`config.mk`:
```
export PLATFORM = sky130hd
export DESIGN_NAME = rst_tmo_seq
export DESIGN_NICKNAME = d
export VERILOG_FILES = /design/src/rtl/rst_tmo_pkg.sv /design/src/rtl/rst_tmo_timer.sv /design/src/rtl/rst_tmo_fsm.sv /design/src/rtl/rst_tmo_seq.sv
export SDC_FILE = /design/constraint.sdc
export NUM_CORES = 1
export LEC_CHECK = 0
export CAP_MARGIN = 0
export CORE_ASPECT_RATIO = 1.5
export CORE_UTILIZATION = 48
export CTS_CLUSTER_DIAMETER = 200
export CTS_CLUSTER_SIZE = 16
export DETAILED_ROUTE_END_ITERATION = 12
export PLACE_DENSITY = 0.64
export SETUP_SLACK_MARGIN = 0.1
export SLEW_MARGIN = 20
export SYNTH_ARGS = -nofsm -noshare
export SYNTH_HDL_FRONTEND = slang
export SYNTH_HIERARCHICAL = 1
export SYNTH_SLANG_ARGS = --single-unit
```
`constraint.sdc`:
```
create_clock -name clk -period 10.4 [get_ports clk]
set_clock_uncertainty 0.15 [all_clocks]
set_input_delay 2.08 -clock clk [delete_from_list [all_inputs] [get_ports clk]]
set_output_delay 2.08 -clock clk [all_outputs]
set_load 0.03 [all_outputs]
```
`src/rtl/rst_tmo_pkg.sv`:
```
package rst_tmo_pkg;
    typedef enum logic [2:0] {
        ST_HOLD = 3'd0,
        ST_PWRT = 3'd1,
        ST_OST  = 3'd2,
        ST_RUN  = 3'd3,
        ST_WAKE = 3'd4
    } seq_state_e;
endpackage

```
`src/rtl/rst_tmo_timer.sv`:
```
module rst_tmo_timer #(
    parameter int CNT_W = 11
) (
    input  logic             clk,
    input  logic             arst,
    input  logic             clr,
    input  logic             en,
    input  logic [CNT_W-1:0] limit,
    output logic             done
);
    logic [CNT_W-1:0] cnt_q;

    // done marks the last cycle of a window of 'limit' counting cycles
    assign done = (cnt_q == limit - 1'b1);

    always_ff @(posedge clk or posedge arst) begin
        if (arst)
            cnt_q <= '0;
        else if (clr)
            cnt_q <= '0;
        else if (en && !done)
            cnt_q <= cnt_q + 1'b1;
    end
endmodule

```
`src/rtl/rst_tmo_fsm.sv`:
```
module rst_tmo_fsm
    import rst_tmo_pkg::*;
(
    input  logic       clk,
    input  logic       por_pulse,
    input  logic       bod_det,
    input  logic       mclr_n,
    input  logic       wake_req,
    input  logic       osc_rc,
    input  logic       pwrt_en_n,
    input  logic       tmr_done,
    output seq_state_e state_q,
    output logic       tmr_clr,
    output logic       tmr_en,
    output logic       rst_int,
    output logic       core_run
);
    seq_state_e state_d;

    always_comb begin
        state_d = state_q;
        unique case (state_q)
            ST_HOLD: begin
                if (!bod_det) begin
                    if (!pwrt_en_n)   state_d = ST_PWRT;
                    else if (!osc_rc) state_d = ST_OST;
                    else              state_d = ST_RUN;
                end
            end
            ST_PWRT: begin
                if (bod_det)       state_d = ST_HOLD;
                else if (tmr_done) state_d = osc_rc ? ST_RUN : ST_OST;
            end
            ST_OST: begin
                if (bod_det)       state_d = ST_HOLD;
                else if (tmr_done) state_d = ST_RUN;
            end
            ST_RUN: begin
                if (bod_det)                 state_d = ST_HOLD;
                else if (wake_req && !osc_rc) state_d = ST_WAKE;
            end
            ST_WAKE: begin
                if (bod_det)       state_d = ST_HOLD;
                else if (tmr_done) state_d = ST_RUN;
            end
            default: state_d = ST_HOLD;
        endcase
    end

    assign tmr_clr = (state_d != state_q);
    assign tmr_en  = (state_q == ST_PWRT) || (state_q == ST_OST) || (state_q == ST_WAKE);

    // state register
    always_ff @(posedge clk or posedge por_pulse) begin
        if (por_pulse) state_q <= ST_HOLD;
        else           state_q <= state_d;
    end

    // registered outputs, taken from the next state so release lines up with entry to RUN
    always_ff @(posedge clk or posedge por_pulse) begin
        if (por_pulse) begin
            rst_int  <= 1'b1;
            core_run <= 1'b0;
        end else begin
            rst_int  <= !((state_d == ST_RUN) || (state_d == ST_WAKE)) || !mclr_n;
            core_run <= (state_d == ST_RUN) && mclr_n;
        end
    end
endmodule

```
`src/rtl/rst_tmo_seq.sv`:
```
module rst_tmo_seq #(
    parameter int PWRT_TICKS = 72,
    parameter int OST_CYCLES = 1024
) (
    input  logic clk,
    input  logic por_pulse,
    input  logic bod_det,
    input  logic mclr_n,
    input  logic wake_req,
    input  logic osc_rc,
    input  logic pwrt_en_n,
    output logic rst_int,
    output logic core_run
);
    import rst_tmo_pkg::*;

    localparam int MAX_LEN = (PWRT_TICKS > OST_CYCLES) ? PWRT_TICKS : OST_CYCLES;
    localparam int CNT_W   = $clog2(MAX_LEN + 1);

    seq_state_e       state_q;
    logic             tmr_clr, tmr_en, tmr_done;
    logic [CNT_W-1:0] tmr_limit;

    assign tmr_limit = (state_q == ST_PWRT) ? CNT_W'(PWRT_TICKS) : CNT_W'(OST_CYCLES);

    rst_tmo_fsm i_fsm (
        .clk       (clk),
        .por_pulse (por_pulse),
        .bod_det   (bod_det),
        .mclr_n    (mclr_n),
        .wake_req  (wake_req),
        .osc_rc    (osc_rc),
        .pwrt_en_n (pwrt_en_n),
        .tmr_done  (tmr_done),
        .state_q   (state_q),
        .tmr_clr   (tmr_clr),
        .tmr_en    (tmr_en),
        .rst_int   (rst_int),
        .core_run  (core_run)
    );

    rst_tmo_timer #(.CNT_W(CNT_W)) i_timer (
        .clk   (clk),
        .arst  (por_pulse),
        .clr   (tmr_clr),
        .en    (tmr_en),
        .limit (tmr_limit),
        .done  (tmr_done)
    );
endmodule

```
# After elaboration in Yosys (flattened, before gate mapping)
# Index checks and enable logic that the tools add are counted.
# word_totals
ff_bits	16
latchBits	0
ramBits	0
rom_bits	0
input_bits	7
out_inout_bits	2
word_cells	41
memories	0
# classes
addsub	2
n_mul	0
div_mod_pow	0
order_cmp	0
n_eq_ne	8
shift	0
n_mux	13
bitwise_logic	0
reduce_logical	14
# op_table
op	count
$mux 11	3
$mux 3	8
$pmux 3 s4	1
$add 11x1->11 const B	1
$eq 11x11->1	1
$sub 11x1->11 const B	1
$eq 3x2->1 const B	3
$eq 3x3->1 const B	2
$logic_not 1->1	4
$logic_or 1x1->1	4
$eq 3x1->1 const B	1
$logic_and 1x1->1	3
$logic_not 3->1	1
$ne 3x3->1	1
$reduce_bool 2->1	1
$reduce_or 2->1	1
$mux 1	1

# Logic depth before layout (Yosys ltp)
# logic_depth
ltp_word	11
depth_mapped	16
ltp_nobuf	14

# Cells and area by module
# Netlist, hierarchy kept.
# modules_own_cells
module	instances	cells_per_inst	area_each_um2	seq_area_each_um2
rst_tmo_timer	1	116	1038.5	275.3
rst_tmo_fsm	1	45	425.4	126.4
rst_tmo_seq	1	3	20.0	0.0

# Worst setup path after synthesis
# OpenSTA, ideal clock, no wires.
# synth_path
path_type	reg-to-reg
from	reg i_fsm.state_q[1]
to	reg i_timer.cnt_q[6]
setup_ns	0.127
arrival_ns	4.264
t_required_ns	10.123
path_slack_ns	5.858
path_stages_with_launch	15
n_path_buf	1
period_less_slack_ns	4.542
path_cell_list	dfrtp_1 nor3b_1 nor4_4 and4b_1 or4_4 a32oi_4 nand2_2 inv_1 nand2b_1 a32o_2 o21a_1 o221ai_1 clkbuf_1 nor2_1 mux2_1
# synth_between
elab_chain_len	9
elab_cells_between_ends	24
classes_between	add/sub: 1; eq/ne: 6; mux: 10; reduce/logical: 7
# synth_lines
element	line_no	source
start, declared	rst_tmo_fsm.sv:12	output seq_state_e state_q,
start signal, assigned	rst_tmo_fsm.sv:56	else state_q <= state_d;
$eq 3x1->1 *	rst_tmo_seq.sv:24	assign tmr_limit = (state_q == ST_PWRT) ? CNT_W'(PWRT_TICKS) : CNT_W'(OST_CYCLES);
$mux 11 *	rst_tmo_seq.sv:24	
named net tmr_limit[3]	rst_tmo_seq.sv:22	logic [CNT_W-1:0] tmr_limit;
$sub 11x1->11 *	rst_tmo_timer.sv:14	assign done = (cnt_q == limit - 1'b1);
$eq 11x11->1 *	rst_tmo_timer.sv:14	
named net tmr_done	rst_tmo_seq.sv:21	logic tmr_clr, tmr_en, tmr_done;
$mux 3 (on tied branches)	rst_tmo_fsm.sv:36, rst_tmo_fsm.sv:44, rst_tmo_fsm.sv:32	
$mux 3 (on tied branches)	rst_tmo_fsm.sv:35, rst_tmo_fsm.sv:31	
$pmux 3 s4 *	rst_tmo_fsm.sv:22	unique case (state_q)
$ne 3x3->1 *	rst_tmo_fsm.sv:50	assign tmr_clr = (state_d != state_q);
named net tmr_clr	rst_tmo_seq.sv:21	
$mux 11 / $reduce_bool 2->1 (equally long branches)	--	
end signal, assigned	rst_tmo_timer.sv:22	cnt_q <= cnt_q + 1'b1;
end, declared	rst_tmo_timer.sv:11	logic [CNT_W-1:0] cnt_q;
# The timed path passes the listed nets; every way through them passes the cells marked *.
# A chain may end at the register's enable or synchronous reset.

# Worst setup path after layout
# layout_path
from	reg i_fsm.state_q[0]
to	reg i_timer.cnt_q[10]
# The elaborated chain is that of the path after synthesis.

==> results <==
- Setup slack closes at 5940 ps.
- The first global-routing pass estimated 5.25 mm of wire.
- For the worst setup path, the data required time is 10390 ps.
- Buffers inserted to repair hold after CTS numbered 0.
- After synthesis, the largest area contributor takes up 25.3% of total cell area.
- The worst register-to-register path has a setup slack of 5940 ps.
- The initial antenna violation count is 0.
- Once the clock tree was built, the setup fixing pass inserted 0 buffers.
- The setup TNS is 0 ps.
- After clock tree synthesis, the clock-pin slew on the worst setup and hold paths is 70 ps.
- After synthesis, the share of flip-flops with an asynchronous set or reset is 100%.
- In this run the horizontal extent of the chip is 47.4 µm.
- Setup repair after global routing left no endpoint under its margin.
- The core area is 0.00291 mm².
- The critical path arrival is 4450 ps.
- In this run, distinct cell masters in the synthesized netlist total 63.
- 0 antenna diodes ended up in the layout.
- The cell area after synthesis is 0.00148 mm².
- The final instance count without filler cells is 242.
- Row generation in the floorplan step produced 24 rows.
- The number of DRC markers in iteration 0 is 23.
- The via count of the first global-routing pass is 1227.
- The slowest stage of the critical path is the sky130_fd_sc_hd__dfrtp_1 cell.
- The hold violation total from the final report is 0.
- The clock drives 16 sinks.
- The area used by sequential logic in the layout is 402 µm².
- The count of buffers from port buffering is 8.
- The startpoint identified for the worst hold timing path is i_timer/cnt_q[9].
- The routed length on met3 is 56 µm.
- In this run the number of H-tree levels came out at 1.
- The height of the die is 70.1 µm.
- TritonCTS built the clock tree.
- The worst setup path is launched from a flip-flop.
- Counting tap cells, the placed design contains a total of 238 instances.
- The first-pass iteration count of the detailed router is 4.
- The highest metal layer with signal wires is met4.
- The library cell with the largest summed area after synthesis is sky130_fd_sc_hd__dfrtp_1.
- Once the clock tree was built, the resizer swapped 0 gates to a different size.
- For this run, design rule violations remaining after detail routing come to 0.
- The routed layout has 1228 vias.
- For the worst flop-to-flop path, the logic depth is 14.
- Setup violations remaining at the end of the flow were counted as 0.
- For this run, the leading register cell type out of synthesis is sky130_fd_sc_hd__dfrtp_1.
- By area the synthesized netlist is led by sky130_fd_sc_hd__dfrtp_1, sky130_fd_sc_hd__xnor2_1, sky130_fd_sc_hd__nor2_1, sky130_fd_sc_hd__nor2b_1, sky130_fd_sc_hd__xor2_1.
- For the worst-skew pair, the clock arrives at the later sink with an insertion delay of 250 ps.
- The final critical path time including I/O delays and setup is 4460 ps.
- In the routed layout, each cell is associated on average with a via count of 5.07.
- Measured against its own limit, the worst slew margin works out to 54.4%.
- Entering global routing, the biggest net connects 16 pins.
- The startpoint identified for the worst register-to-register timing path is i_fsm/state_q[0].
- No sink is reached through more buffers than the 2 on the longest clock path.
- For the pin with the worst max-slew slack, the measured transition is 684 ps.
- The category of the critical setup timing path is reg2reg.
- The tree is rooted in a sky130_fd_sc_hd__clkbuf_8.
- In this run the critical register-to-register path is captured at i_timer/cnt_q[10].
- In the global route stage, overall resource usage came out at 21.7%.
- Once placement finished, the instance area stood at 0.00171 mm².
- For hold timing, the worst endpoint is i_timer/cnt_q[9].
- The number of max-slew violations in the final report is 0.
- After detailed routing, the average wire length per cell comes to 12.9 µm.
- The proportion of synthesized chip area in sequential cells is 27.1%.
- The initial cell density of the core is 50.9%.
- In this run the power density over the cells is 153 mW/mm².
- The maximum clock frequency is 224 MHz.
- STA classifies the critical path endpoint as a flip-flop.
- Hold timing on the final database bottoms out at a slack of 463 ps.
- Counting the fill cells in the layout gives 283.
- Compared with the post-synthesis result, the final layout area differs by 18.4%.
- The half-perimeter wire length after detailed placement is 2.50 mm.
- The number of storage elements in the synthesis netlist is 16.
- The number of buffers and inverters on the critical path is 2.
- The number of enable-type register cells in the synthesized netlist is 0.
- The share of cells above drive strength 1 is 11.3%.
- Traced cell by cell, the critical path runs through nor3b_1 -> buf_4 -> nor4_4 -> and4b_1 -> or4_4 -> a32oi_4 -> nand2_2 -> inv_1 -> nand3b_1 -> a211oi_2 -> nor3_1 -> o221ai_2 -> and2b_1 -> mux2_1.
- The stage delay of the slowest cell on the critical path is 600 ps.
- In the synthesized netlist, the number of instances is 164.
- The average cell area after synthesis is 9.05 µm².
- Once detail routing completed, the nets flagged for antenna violations numbered 0.
- The critical-path maximum fanout is 15.
- The number of maximum-capacitance violations is 0.
- Grouping stages by cell kind, the critical path spends the most delay in simple AND/OR/NAND/NOR gates.
- The flow ran to the end, and the final reports show no timing, DRC or antenna violations.
- The wire length the detailed router placed on met1 is 1.23 mm.
- After layout, the worst path uses 42.9% of the clock period.
- The number of top-level pins is 9.
- The cell depth of the worst min-delay path is 2.
- The area used by multi-input combinational logic is 0.00115 mm².
- The kind of path behind the tightest hold check is reg2reg.
- After routing the design area is 0.00176 mm².
- Detailed routing placed a total of 1.75 mm of wire on met2.
- The total global routing overflow is 0.
- In this run the static leakage power is 0.000756 µW.
- In this run, CTS created clock tree buffers numbering 3.
- OpenSTA, run right after detailed placement, puts the worst setup slack at 5370 ps.
- The worst IR drop on VDD is 0.117 mV.
- The total routed wirelength is 3.11 mm.
- In the final design database the tool counted 213 nets.
- The die outline area is 0.00332 mm².
- The routability-driven placement congestion ratio is 0.749.
- The total number of yosys warnings is 6.
area by class of cell:
cell class | instances | share of cell area [%]
multi-input cells | 167 | 65.3
flip-flops and latches | 16 | 22.9
clock buffers | 4 | 2.56
well taps | 39 | 2.78
inverters | 7 | 1.50
repair buffers | 9 | 4.99
how the worst max path moves through the flow:
stage | startpoint | to | slack [ps] | cells after the start
after global placement | bod_det | i_timer/cnt_q[10] | 5490 | 7
after CTS | i_fsm/state_q[0] | i_timer/cnt_q[10] | 5570 | 14
after detailed placement | bod_det | i_timer/cnt_q[10] | 5370 | 7
final | i_fsm/state_q[0] | i_timer/cnt_q[10] | 5940 | 14
after global routing | i_fsm/state_q[0] | i_timer/cnt_q[10] | 5590 | 14
after floorplan | i_fsm/state_q[1] | i_timer/cnt_q[6] | 5860 | 14
layout by cell type, fill, tap and decap left out, drive strengths merged, types with 6 or more instances in the layout:
master | netlist | final
conb | 1 | 32
xnor2 | 16 | 16
dfrtp | 15 | 15
nor2 | 14 | 14
nand2 | 10 | 10
clkdlybuf4s50 | 0 | 8
inv | 7 | 7
nor2b | 6 | 6
nor3 | 6 | 6
a21oi | 6 | 6
mux2 | 6 | 6
worst register-to-register path: stages (launching register included):
cell and delay [ps]:
sky130_fd_sc_hd__dfrtp_1 600, sky130_fd_sc_hd__nor3b_1 250, sky130_fd_sc_hd__buf_4 230, sky130_fd_sc_hd__nor4_4 80, sky130_fd_sc_hd__and4b_1 190, sky130_fd_sc_hd__or4_4 490, sky130_fd_sc_hd__a32oi_4 360, sky130_fd_sc_hd__nand2_2 150
sky130_fd_sc_hd__inv_1 170, sky130_fd_sc_hd__nand3b_1 110, sky130_fd_sc_hd__a211oi_2 350, sky130_fd_sc_hd__nor3_1 100, sky130_fd_sc_hd__o221ai_2 570, sky130_fd_sc_hd__and2b_1 250, sky130_fd_sc_hd__mux2_1 280
per-layer routing:
layer  track usage [%]  up-vias
met5                 0        -
met4              8.89        0
met3              3.36        6
met2              40.0       16
met1              22.1      567
li1                  -      639
stage by stage:
| stage | power (µW) | utilization, % |
|---|---|---|
| after floorplan | 194 | - |
| after global placement | 214 | 58.5 |
| after detailed placement | 220 | 58.5 |
| after CTS | 268 | 60.1 |
| after global routing | 288 | 60.3 |
| final | 269 | 60.3 |
state kept, by name (all words and copies together), names as in the netlist:
signal	count
i_fsm/state_q	3
i_fsm/core_run	1
i_fsm/rst_int	1
i_timer/cnt_q	11
kinds of logic (layout without fill, tap and decap cells):
family	Yosys count	count (layout)	synth area share (%)
flops	16	16	27.1
buf+inv	12	20	3.88
simple gates	77	77	32.5
xor+xnor	20	20	11.8
mux	9	9	6.83
compound gates	27	27	16.0
other cells	1	32	0.253
fa+ha+maj	2	2	1.69
cell usage after synthesis, drive strengths merged, types with 4 or more instances:
cell	instances
nand2	10
nor3b	4
nor2	14
inv	7
mux2	6
nand3b	4
nor2b	6
nand4	4
dfrtp	15
a21oi	6
xnor2	16
nor3	6
xor2	4
and3	4
where the power goes:
| part | internal, µW | total (µW) | switching [µW] |
|---|---|---|---|
| registers | 69.0 | 86.4 | 17.4 |
| clock network | 27.2 | 48.9 | 21.7 |
| logic | 58.4 | 134 | 75.8 |
| total | 155 | 269 | 115 |
No activity file was read; power rests on OpenSTA's default activity.
